$ cat src/rtl/pec_pkg.sv
package pec_pkg;
   typedef enum logic [1:0] {
      EDGE_OFF  = 2'b00,
      EDGE_RISE = 2'b01,
      EDGE_FALL = 2'b10,
      EDGE_BOTH = 2'b11
   } edge_sel_e;

   function automatic logic edge_match(input logic [1:0] sel,
                                       input logic       prev,
                                       input logic       nxt);
      edge_match = (prev != nxt) && ((sel[0] && nxt) || (sel[1] && !nxt));
   endfunction
endpackage

$ cat src/rtl/pec_port_latch.sv
module pec_port_latch #(
   parameter int W        = 8,
   parameter int HOLD_BIT = 7
) (
   input  logic         clk,
   input  logic         rst_n,
   input  logic         wr,
   input  logic [W-1:0] wdata,
   input  logic         hold,
   output logic [W-1:0] port_q,
   output logic [W-1:0] port_nxt
);
   localparam logic [W-1:0] HOLD_MASK = W'(1) << HOLD_BIT;

   logic [W-1:0] take_mask;

   assign take_mask = hold ? ~HOLD_MASK : '1;
   assign port_nxt  = (wdata & take_mask) | (port_q & ~take_mask);

   always_ff @(posedge clk or negedge rst_n) begin
      if (!rst_n)  port_q <= '0;
      else if (wr) port_q <= port_nxt;
   end

   assert_held_bit_R1: assert property (@(posedge clk) disable iff (!rst_n)
      (wr && hold) |=> (port_q[HOLD_BIT] == $past(port_q[HOLD_BIT])));
endmodule

$ cat src/rtl/pec_pulse_acc.sv
module pec_pulse_acc #(
   parameter int CNT_W = 8
) (
   input  logic             clk,
   input  logic             rst_n,
   input  logic             step,
   input  logic             prev_bit,
   input  logic             next_bit,
   input  logic             en,
   input  logic             gated,
   input  logic             edge_hi,
   input  logic             ovf_clr,
   output logic [CNT_W-1:0] count,
   output logic             ovf
);
   logic inc, wrap;

   assign inc  = step && en && !gated && (prev_bit != next_bit) && (next_bit == edge_hi);
   assign wrap = inc && (count == '1);

   always_ff @(posedge clk or negedge rst_n) begin
      if (!rst_n) begin
         count <= '0;
         ovf   <= 1'b0;
      end else begin
         if (inc) count <= count + 1'b1;
         if (wrap)         ovf <= 1'b1;
         else if (ovf_clr) ovf <= 1'b0;
      end
   end

   assert_count_gate_R2: assert property (@(posedge clk) disable iff (!rst_n)
      (count != $past(count)) |-> $past(en && !gated && step));
   assert_count_step_R4: assert property (@(posedge clk) disable iff (!rst_n)
      (count != $past(count)) |-> (count == CNT_W'($past(count) + 1'b1)));
   assert_ovf_at_zero_R5: assert property (@(posedge clk) disable iff (!rst_n)
      $rose(ovf) |-> (count == '0));
endmodule

$ cat src/rtl/pec_edge_chan.sv
module pec_edge_chan
   import pec_pkg::*;
(
   input  logic       clk,
   input  logic       rst_n,
   input  logic       step,
   input  logic [1:0] sel,
   input  logic       prev,
   input  logic       nxt,
   input  logic       clr,
   output logic       flag,
   output logic       strobe
);
   logic hit;

   assign hit = step && edge_match(sel, prev, nxt);

   always_ff @(posedge clk or negedge rst_n) begin
      if (!rst_n) begin
         flag   <= 1'b0;
         strobe <= 1'b0;
      end else begin
         strobe <= hit;
         if (hit)      flag <= 1'b1;
         else if (clr) flag <= 1'b0;
      end
   end

   assert_strobe_sets_flag_R7: assert property (@(posedge clk) disable iff (!rst_n)
      strobe |-> flag);
   assert_off_no_strobe_R8: assert property (@(posedge clk) disable iff (!rst_n)
      strobe |-> (edge_sel_e'($past(sel)) != EDGE_OFF));
   assert_clear_works_R9: assert property (@(posedge clk) disable iff (!rst_n)
      (clr && !step) |=> !flag);
endmodule

$ cat src/rtl/pin_event_counter.sv
module pin_event_counter #(
   parameter int PORT_W = 8,
   parameter int PA_BIT = 7,
   parameter int CNT_W  = 8,
   parameter int N_CAP  = 3
) (
   input  logic                 clk,
   input  logic                 rst_n,
   input  logic                 pin_wr,
   input  logic [PORT_W-1:0]    pin_in,
   input  logic                 pa_dir_out,
   input  logic                 pa_en,
   input  logic                 pa_gated,
   input  logic                 pa_rise,
   input  logic [2*N_CAP-1:0]   cap_edge,
   input  logic [N_CAP-1:0]     cap_clr,
   input  logic                 ovf_clr,
   input  logic [N_CAP-1:0]     cap_ie,
   input  logic                 ovf_ie,
   output logic [PORT_W-1:0]    port_q,
   output logic [CNT_W-1:0]     pa_count,
   output logic [N_CAP-1:0]     cap_flag,
   output logic                 ovf_flag,
   output logic [N_CAP-1:0]     cap_evt,
   output logic                 irq
);
   localparam int SEL_W = 2;

   if (PA_BIT >= PORT_W) begin : g_bad_pa
      $error("PA_BIT must address a port bit");
   end
   if (N_CAP >= PA_BIT || N_CAP < 1) begin : g_bad_cap
      $error("capture channels must sit below the counter pin");
   end
   if (CNT_W < 2) begin : g_bad_cnt
      $error("counter too narrow");
   end

   logic [PORT_W-1:0] port_nxt;

   pec_port_latch #(.W(PORT_W), .HOLD_BIT(PA_BIT)) u_latch (
      .clk      (clk),
      .rst_n    (rst_n),
      .wr       (pin_wr),
      .wdata    (pin_in),
      .hold     (pa_dir_out),
      .port_q   (port_q),
      .port_nxt (port_nxt)
   );

   pec_pulse_acc #(.CNT_W(CNT_W)) u_acc (
      .clk      (clk),
      .rst_n    (rst_n),
      .step     (pin_wr),
      .prev_bit (port_q[PA_BIT]),
      .next_bit (port_nxt[PA_BIT]),
      .en       (pa_en),
      .gated    (pa_gated),
      .edge_hi  (pa_rise),
      .ovf_clr  (ovf_clr),
      .count    (pa_count),
      .ovf      (ovf_flag)
   );

   for (genvar i = 0; i < N_CAP; i++) begin : g_chan
      pec_edge_chan u_chan (
         .clk    (clk),
         .rst_n  (rst_n),
         .step   (pin_wr),
         .sel    (cap_edge[SEL_W*i +: SEL_W]),
         .prev   (port_q[i]),
         .nxt    (port_nxt[i]),
         .clr    (cap_clr[i]),
         .flag   (cap_flag[i]),
         .strobe (cap_evt[N_CAP-1-i])
      );
   end

   assign irq = (|(cap_flag & cap_ie)) | (ovf_flag & ovf_ie);

   assert_irq_source_R10: assert property (@(posedge clk) disable iff (!rst_n)
      irq |-> ((|cap_flag) || ovf_flag));
   assert_evt_single_cycle_R7: assert property (@(posedge clk) disable iff (!rst_n)
      (|cap_evt && !pin_wr) |=> (cap_evt == '0));
endmodule

$ cat config.mk
export PLATFORM = sky130hd
export DESIGN_NAME = pin_event_counter
export DESIGN_NICKNAME = d
export VERILOG_FILES = /design/src/rtl/pec_pkg.sv /design/src/rtl/pec_port_latch.sv /design/src/rtl/pec_pulse_acc.sv /design/src/rtl/pec_edge_chan.sv /design/src/rtl/pin_event_counter.sv
export SDC_FILE = /design/constraint.sdc
export NUM_CORES = 1
export LEC_CHECK = 0
export BUFFER_PORTS_ARGS = -buffer_cell sky130_fd_sc_hd__buf_4
export CORE_MARGIN = 4
export CORE_UTILIZATION = 30
export CTS_BUF_LIST = sky130_fd_sc_hd__clkbuf_4 sky130_fd_sc_hd__clkbuf_8
export DETAILED_ROUTE_END_ITERATION = 10
export RECOVER_POWER = 25
export SLEW_MARGIN = 20
export SYNTH_ARGS = -nofsm -noshare
export SYNTH_HDL_FRONTEND = slang
export SYNTH_SLANG_ARGS = --single-unit
$ cat constraint.sdc
create_clock -name clk -period 3.8 [get_ports clk]
set_clock_uncertainty 0.05 [all_clocks]
set_input_delay 0.19 -clock clk [delete_from_list [all_inputs] [get_ports clk]]
set_output_delay 0.19 -clock clk [all_outputs]
set_load 0.01 [all_outputs]
**Word-level counts from Yosys, hierarchy flattened**

Index checks and enable logic that the tools add are counted.

- Bits in latches: 0
- Input bits: 29
- Output and inout bits: 24
- Bits in writable memories: 0
- Memories: 0
- Memory bits (read-only): 0
- Flip-flop bits (word level): 23

- Add/subtract/negate cells: 1
- $lt $le $gt $ge: 0
- Shift-type cells: 0
- Multiply operators: 0
- Bitwise operators: 7
- Equality and inequality tests: 6
- Reductions and logical operators: 29
- Div/mod/pow operators: 0
- Multiplexer cells: 9

Operators by type and width:

| kind | number |
|---|---|
| 1-bit logical AND | 17 |
| 8-bit AND | 2 |
| 8-bit by 1-bit adder with 8-bit output (second input constant) | 1 |
| 8-bit equality test (second input constant) | 1 |
| 1-bit two-way mux | 8 |
| 8-bit two-way mux | 1 |
| 8-bit NOT | 1 |
| 8-bit bitwise OR | 1 |
| 2-bit nonzero test | 4 |
| 1-bit logical NOT | 4 |
| 1-bit inequality test | 4 |
| 3-bit AND | 1 |
| 1-bit logical OR | 3 |
| 3-bit OR reduction | 1 |
| 1-bit AND | 1 |
| 1-bit equality test | 1 |
| 1-bit bitwise OR | 1 |

**Longest topological paths before layout**

Gate-level depths: netlist of the first run.

- Depth after elaboration: 10
- Gate-level depth with buffers: 4

**Cells and area by module**

Synthesis of the first run repeated with hierarchy kept, for this count alone.

- Cell total of the unflattened synthesis: 84
- Area, all modules: 1067.3 um^2

Modules (own cells, without submodules):

| module | instances | seq. area each (um^2) | cells an instance | area an instance (um^2) |
|---|---|---|---|---|
| pec_pulse_acc | 1 | 225.2 | 34 | 417.9 |
| pec_port_latch | 1 | 200.2 | 26 | 382.9 |
| pec_edge_chan | 3 | 50.0 | 7 | 82.6 |
| pin_event_counter | 1 | 0.0 | 3 | 18.8 |

**Worst setup path after synthesis of the first run**

No wires, ideal clock.

- Kind: flip-flop to flip-flop
- From: register u_latch.port_q[7]
- To: register u_acc.count[1]
- Stages on the path, launching flop included: 4
- Buffers on the path: 0
- Arrival: 1.604 ns
- Setup slack: 2.019 ns
- Required time: 3.623 ns
- Period minus slack after synthesis: 1.781 ns
- Cells stage by stage: dfrtp_1 or3b_1 a2111oi_4 mux2_1

- Cells in the longest elaborated chain, start to end: 5
- Elaborated cells between the ends (all ways): 6

Ends and longest elaborated chain:

| what | line | RTL |
|---|---|---|
| start, declared | pec_port_latch.sv:10 | `output logic [W-1:0] port_q,` |
| start signal, assigned | pec_port_latch.sv:22 | `else if (wr) port_q <= port_nxt;` |
| 8-bit AND | pec_port_latch.sv:18 | `assign port_nxt = (wdata & take_mask) \| (port_q & ~take_mask);` |
| 8-bit bitwise OR | pec_port_latch.sv:18 |  |
| 1-bit inequality test | pec_pulse_acc.sv:18 | `assign inc = step && en && !gated && (prev_bit != next_bit) && (next_bit == edge_hi);` |
| 1-bit logical AND | pec_pulse_acc.sv:18 |  |
| 1-bit logical AND (*) | pec_pulse_acc.sv:18 |  |
| end signal, assigned | pec_pulse_acc.sv:26 | `if (inc) count <= count + 1'b1;` |
| end, declared | pec_pulse_acc.sv:13 | `output logic [CNT_W-1:0] count,` |

Every way passes the cells marked *; elsewhere a longest branch is shown, timed or not.
A chain may end at the register's enable or synchronous reset.

**Worst setup path in the final report of the first run**

Same ends and word-level chain as after synthesis.

==> summary.md, run 1 <==
| Metric | Value |
|---|---|
| Pwr Total | `around 540 uW` |
| CP Cell Sequence | `or3b_1 > a2111oi_4 > mux2_1` |
| RSZ-0062 raised after global routing | `false` |
| Clock power frac | `a little over a fifth` |
| Top_reg_cell synth | `dfrtp_1` |
| I/O Pins | `53` |
| Initial antenna violation count | `0` |
| Dpl cell area | `about 1400 sq um` |
| Number of distinct library cells after synthesis | `24` |
| Seq pwr share | `between 50 and 60%` |
| Period utilisation layout | `slightly above 50%` |
| Fin. max-slew vios | `0` |
| Core area | `roughly 3400 sq um` |
| Die Height | `~68 microns` |
| Gate Count Post-Synth | `around 90` |
| CP max FO | `8` |
| Top post-synthesis cells by count | `dfrtp_1, buf_4, mux2_1, nand2_1, xnor2_1` |
| DR WL/cell | `roughly 12 microns` |
| Sequential area share after synthesis | `around 54%` |
| TritonRoute pass-1 iters | `2` |
| Worst-margin pin slew | `1.21 ns` |
| Finish-stage setup viols | `0` |
| Switching power | `145 uW` |
| Max-cap check violation count | `0` |
| Power Density | `362 nW/um^2` |
| Die span in x | `67.8 microns` |
| Antenna viol nets, final | `0` |
| Via-per-instance ratio | `roughly 4.3` |
| Clock Latency Late Sink | `about 0.30 ns` |
| Bufs on Longest Clock Path | `2` |
| Net Sw Frac | `27.0%` |
| WL final | `about 2200 microns` |
| Setup TNS | `0 ns` |
| # rows | `21` |
| Syn nets | `between 100 and 150` |
| Worst hold path type | `primary input to register` |
| Slowest library cell on the worst path | `a2111oi_4` |
| Area growth from synthesis to layout | `37.8%` |
| Post-CTS setup buffer count | `0` |
| Critical setup path kind | `register to register` |
| Synth Register Bits | `23` |
| First-pass GRT wire length | `3400 microns` |
| Fin crit period | `between 1.5 and 2 ns` |
| CTS sink cnt | `23` |
| Largest net degree at the start of global routing | `24` |
| Max VDD drop | `between 0.0001 and 0.00015 V` |
| Post-DP HPWL | `roughly 1800 microns` |
| Num CTS Buffers | `3` |
| Combinational share of power | `a little under a quarter` |
| Fin. Hold Viols | `0` |
| EDFF count, synth | `0` |
| Root Driver | `clkbuf_4` |
| Critical Path RT | `3.94 ns` |
| Most common cell in the netlist | `dfrtp_1` |
| Vias in the first global route | `about 760` |
| Post-route DRC | `0` |
| Setup crit end kind | `register` |
| Leading area contributor after synthesis | `dfrtp_1` |
| Post-layout util | `between 40% and 50%` |
| GRT Util Overall | `under 10%` |
| Max stage delay on crit path | `roughly 0.60 ns` |
| Internal | `between 300 and 400 uW` |
| Yosys warns | `0` |
| CTS tree | `done` |
| Synth Cell Area | `~1100 sq um` |
| ANT cells | `0` |
| Async SR Flop Fraction | `100%` |
| Initial Util | `between 30% and 40%` |
| Leak Pwr | `0.000744 uW` |
| FMAX | `between 500 and 600 MHz` |
| Vias post-DR | `between 700 and 800` |
| Aggregate global routing overflow | `0` |
| Synth top area share | `between 50% and 60%` |
| Fin nets | `166` |
| Worst slew margin | `between 10% and 20%` |
| Die area | `between 4000 and 5000 sq um` |
| # resized after CTS | `0` |
| Share of layout cells above drive strength 1 | `43.7%` |
| Initial DRC Count | `15` |
| Status | `finished, final reports clean` |
| Top cells by area, synth | `dfrtp_1, buf_4, mux2_1` |
| GP Congestion | `0.781` |
| Critical path buffers and inverters | `0` |
| Syn avg cell area | `12.0 sq um` |
| Startpoint types | `register` |
| Clock slew at reported path FFs | `approximately 0.12 ns` |
| CTS H-tree lvls | `1` |
| # port buffers | `52` |
| Critical path arrival | `between 2 and 2.5 ns` |
| Final Instance Area | `1480 sq um` |
| Kind of cell adding the most delay to the critical path | `compound AO/OA/AOI/OAI gates` |
## worst paths after layout
| kind | slack, ns | startpoint | to | cells past startpoint |
|---|---|---|---|---|
| max in group asynchronous | 2.38 | rst_n | u_latch.port_q[2] | 2 |
| hold reg to reg | 0.45 | u_acc.count[6] | u_acc.count[6] | 1 |
| setup / recovery | 1.88 | u_latch.port_q[7] | u_acc.count[1] | 3 |
| setup reg to reg | 1.88 | u_latch.port_q[7] | u_acc.count[1] | 3 |
| min in group asynchronous | 0.60 | rst_n | u_acc.count[5] | 2 |
| hold / removal | 0.02 | ovf_clr | u_acc.ovf | 2 |
## cell families (layout without fill, tap and decap cells)
group,count (synthesis),count (layout),share of synthesized area [%]
AOI/OAI and AO/OA,10,10,8.05
adders and majority gates,1,1,1.17
and+or+nand+nor,23,23,12.8
buffers and inverters,16,62,9.10
muxes,9,9,9.45
xor gates and xnor gates,7,7,5.72
DFF,23,23,53.7
## cell type report
type	count	area [sq um]
Tap cell	46	57.6
Inverter	5	18.8
Multi-Input combinational cell	50	399
Sequential cell	23	576
Fill cell	332	1910
Timing Repair Buffer	53	397
Clock buffer	4	30.0
## worst register-to-register path, cell delays in order (launching register included)
cell and delay [ns]:
dfrtp_1 0.39, or3b_1 0.40, a2111oi_4 0.60, mux2_1 0.37
## power groups by stage
stage	combinational, uW	clock [uW]	sequential [uW]
after floorplan	56.8	0	303
after global placement	124	0	301
after detailed placement	127	0	302
after CTS	128	120	298
after global routing	137	129	302
final	124	113	298
## flip-flops by register name, summed over array words and instances (netlist names)
signal	flops
u_latch.port_q	8
g_chan.u_chan.flag	3
u_acc.ovf	1
g_chan.u_chan.strobe	3
u_acc.count	8
## timing repair
action / in CTS / in global routing
setup endpoints to repair: 0 / 0
endpoints found under the hold margin: 23 / 0
hold buffers: 1 / 0
## per-stage QoR
stage               hold WS [ns]  instances  setup WS, ns
floorplan                 -0.156         89          2.02
finish                    0.0227        181          1.88
CTS                       0.0178        181          1.88
global route              0.0150        181          1.78
global placement          0.0536        176          1.94
detailed placement        0.0501        176          1.90
## placed cells by master, fill, tap and decap left out, drive strengths merged
cell	n
o21ai	3
and4	1
mux2	9
ha	1
a22oi	2
nand3	1
a2111oi	1
dlygate4sd3	1
inv	5
o22ai	1
and2	4
xnor2	6
nand4	4
dfrtp	23
nand3b	4
buf	51
xor2	1
clkbuf	5
a21o	3
nand2	6
or3b	1
nand2b	1
and3	1
## layer usage
metal	part of all wire [%]	global-route usage [%]	up-vias
li1	-	-	389
met1	41	11.8	374
met2	52	17.0	21
met3	5.5	1.33	2
met4	1.4	4.47	0
met5	0	0	-
(Power assumes the default switching activity.)
==> inputs of run 2 (changes only) <==
- ABC_AREA: unset -> 1
- clock period: 3.8 -> 1.6 ns (I/O delays scaled with it)
==> summary.md, run 2 <==
| Metric | Value |
|---|---|
| Status | `finished, final reports clean` |
| CP Cell Sequence | `ha_1 > nand3_1 > inv_1 > nand3b_1 > nand2_1 > nand2_1 > nand2_1` |
| Worst slew margin | `61.0%` |
| Vias post-DR | `1112` |
| Syn nets | `187` |
| Top_reg_cell synth | `dfrtp_1` |
| Worst-margin pin slew | `0.586 ns` |
| Die span in x | `between 70 and 80 microns` |
| Finish-stage setup viols | `0` |
| CP most frequent cell | `nand2_1` |
| Leading area contributor after synthesis | `dfrtp_1` |
| Share of layout cells above drive strength 1 | `approximately 32%` |
| Initial DRC Count | `between 50 and 60` |
| Internal | `roughly 960 uW` |
| CTS H-tree lvls | `1` |
| GRT Util Overall | `between 10% and 20%` |
| Fin nets | `242` |
| Gate Count Post-Synth | `~160` |
| Via-per-instance ratio | `about 4.3` |
| Top Registers | `u_acc.count (8), u_latch.port_q (8)` |
| I/O Pins | `53` |
| Largest net degree at the start of global routing | `24` |
| Max-cap check violation count | `0` |
| Initial antenna violation count | `0` |
| Clock slew at reported path FFs | `approximately 0.080 ns` |
| # rows | `22` |
| Power Density | `between 700 and 800 nW/um^2` |
| Seq pwr share | `51.2%` |
| GP Congestion | `between 0.7 and 0.8` |
| Area of the multi-input gates | `490 sq um` |
| Startpoint types | `register` |
| Most common cell in the netlist | `nand2_1` |
| Sequential area share after synthesis | `roughly 47%` |
| Post-DP HPWL | `~2200 microns` |
| FMAX | `787 MHz` |
| Post-route DRC | `0` |
| Antenna viol nets, final | `0` |
| Aggregate global routing overflow | `0` |
| Setup TNS | `0 ns` |
| Core area | `between 3000 and 4000 sq um` |
| Yosys warns | `0` |
| Switching power | `354 uW` |
| Clock power frac | `26.3%` |
| Fin. Hold Viols | `0` |
| WL final | `2830 microns` |
| Number of distinct library cells after synthesis | `19` |
| Clock Latency Late Sink | `approximately 0.26 ns` |
| Die area | `slightly above 5000 sq um` |
| EDFF count, synth | `0` |
| Pre-CTS WS | `about 0.31 ns` |
| Root Driver | `clkbuf_8` |
| Top cells by area, synth | `dfrtp_1, nand2_1, buf_4` |
| Setup crit end kind | `register` |
| ANT cells | `0` |
| Async SR Flop Fraction | `100%` |
| WHS Path Cells | `3` |
| Flop2flop setup slack | `around 0.33 ns` |
| Num CTS Buffers | `3` |
| Most frequent cells in the layout | `nand2_1, buf_4, dfrtp_1` |
| R2R Path End | `u_acc.count[6]` |
| Synth Cell Area | `approximately 1200 sq um` |
| CTS tree | `done` |
| Final worst slack | `0.329 ns` |
| Filler instances | `between 300 and 400` |
| Critical setup path kind | `register to register` |
| RR Startpoint | `u_acc.count[0]` |
| Most common cell after layout, fill and taps aside | `nand2_1` |
| # resized after CTS | `0` |
| Worst hold path type | `primary input to register` |
| HP Start | `cap_edge[5]` |
| Leak Pwr | `approximately 0.00094 uW` |
| Synth Register Bits | `23` |
| Critical Path RT | `between 1.5 and 2 ns` |
| TritonRoute pass-1 iters | `3` |
| DR WL/cell | `approximately 11 microns` |
| FF-to-FF path depth | `7` |
| Die Height | `just over 70 microns` |
| First-pass GRT wire length | `~4800 microns` |
| Vias in the first global route | `around 1100` |
| RSZ-0062 raised after global routing | `false` |
| Top post-synthesis cells by count | `nand2_1, dfrtp_1, inv_1, buf_4, nand3_1` |
| CP max FO | `5` |
| # port buffers | `between 50 and 60` |
| Net Sw Frac | `26.9%` |
| Area occupied by registers | `between 500 and 600 sq um` |
| Critical path arrival | `1.38 ns` |
| Max VDD drop | `about 0.00046 V` |
| Worst Hold Path EP | `g_chan[2].u_chan.strobe` |
| CTS sink cnt | `23` |
| Max stage delay on crit path | `roughly 0.44 ns` |
| Syn avg cell area | `about 8 sq um` |
| Period utilisation layout | `a little under 80%` |
| Synth top area share | `47.2%` |
| Bufs on Longest Clock Path | `2` |
| Area growth from synthesis to layout | `41.1%` |
| Slowest library cell on the worst path | `dfrtp_1` |
| Initial Util | `32.1%` |
| Fin. max-slew vios | `0` |
| Combinational share of power | `roughly 23%` |
| Fin crit period | `about 1.3 ns` |
## run 2: critical path: cells and delay by family (launching register included)
family                     cells  cell delay (ns)
buffers and inverters          1             0.07
and+or+nand+nor                5             0.37
DFF                            1             0.44
adders and majority gates      1             0.24
## run 2: what timing repair did
item                      4_1_cts  5_1_grt
buffers inserted                0        0
hold buffers                    9        0
hold endpoints to repair       31        0
## run 2: power by group through the flow
stage | clock, uW | combinational, uW | sequential [uW]
final | 346 | 296 | 674
after global routing | 390 | 328 | 682
after CTS | 367 | 303 | 675
after floorplan | 0 | 138 | 688
after detailed placement | 0 | 286 | 687
after global placement | 0 | 284 | 687
## run 2: cells by family (layout without fill, tap and decap cells)
family          after synthesis  in the layout  synth area share (%)
xor+xnor                      1              1                 0.718
buf+inv                      30             84                  12.6
flops                        23             23                  47.2
simple gates                 88             88                  30.7
compound gates               14             14                  7.80
fa+ha+maj                     1              1                  1.03
## run 2: layer usage
metal | wire [microns] | up-vias | global-route usage [%]
met1 | 1210 | 497 | 14.0
met3 | 165 | 2 | 2.95
met4 | 27 | 0 | 3.13
li1 | - | 588 | -
met5 | 0 | - | 0
met2 | 1430 | 25 | 20.8
## run 2: stage by stage
stage               cells  power [uW]  util (%)  hold WS (ns)  area (sq um)
floorplan             157         826         -        -0.266          1220
global placement      246         970      41.8       -0.0569          1590
CTS                   259        1350      45.4        0.0178          1720
global route          259        1400      45.3        0.0179          1720
finish                259        1320      45.3        0.0220          1720
detailed placement    246         972      41.8       -0.0587          1590
## run 2: how the worst max path moves through the flow
stage	startpoint	endpoint	slack [ns]	cells after the start
floorplan	u_acc.count[0]	u_acc.count[6]	0.38	6
global placement	u_acc.count[0]	u_acc.count[6]	0.30	6
detailed placement	u_acc.count[0]	u_acc.count[6]	0.31	6
CTS	u_acc.count[0]	u_acc.count[6]	0.30	6
global route	u_acc.count[0]	u_acc.count[4]	0.18	7
finish	u_acc.count[0]	u_acc.count[6]	0.33	7
## run 2: final cells by class
| class | instances | area share, % |
|---|---|---|
| timing repair buffer | 61 | 27.8 |
| tap | 48 | 3.49 |
| clock inverter | 1 | 0.291 |
| multi-input combinational | 104 | 28.5 |
| sequential | 23 | 33.4 |
| inverter | 19 | 4.14 |
| clock buffer | 3 | 2.40 |
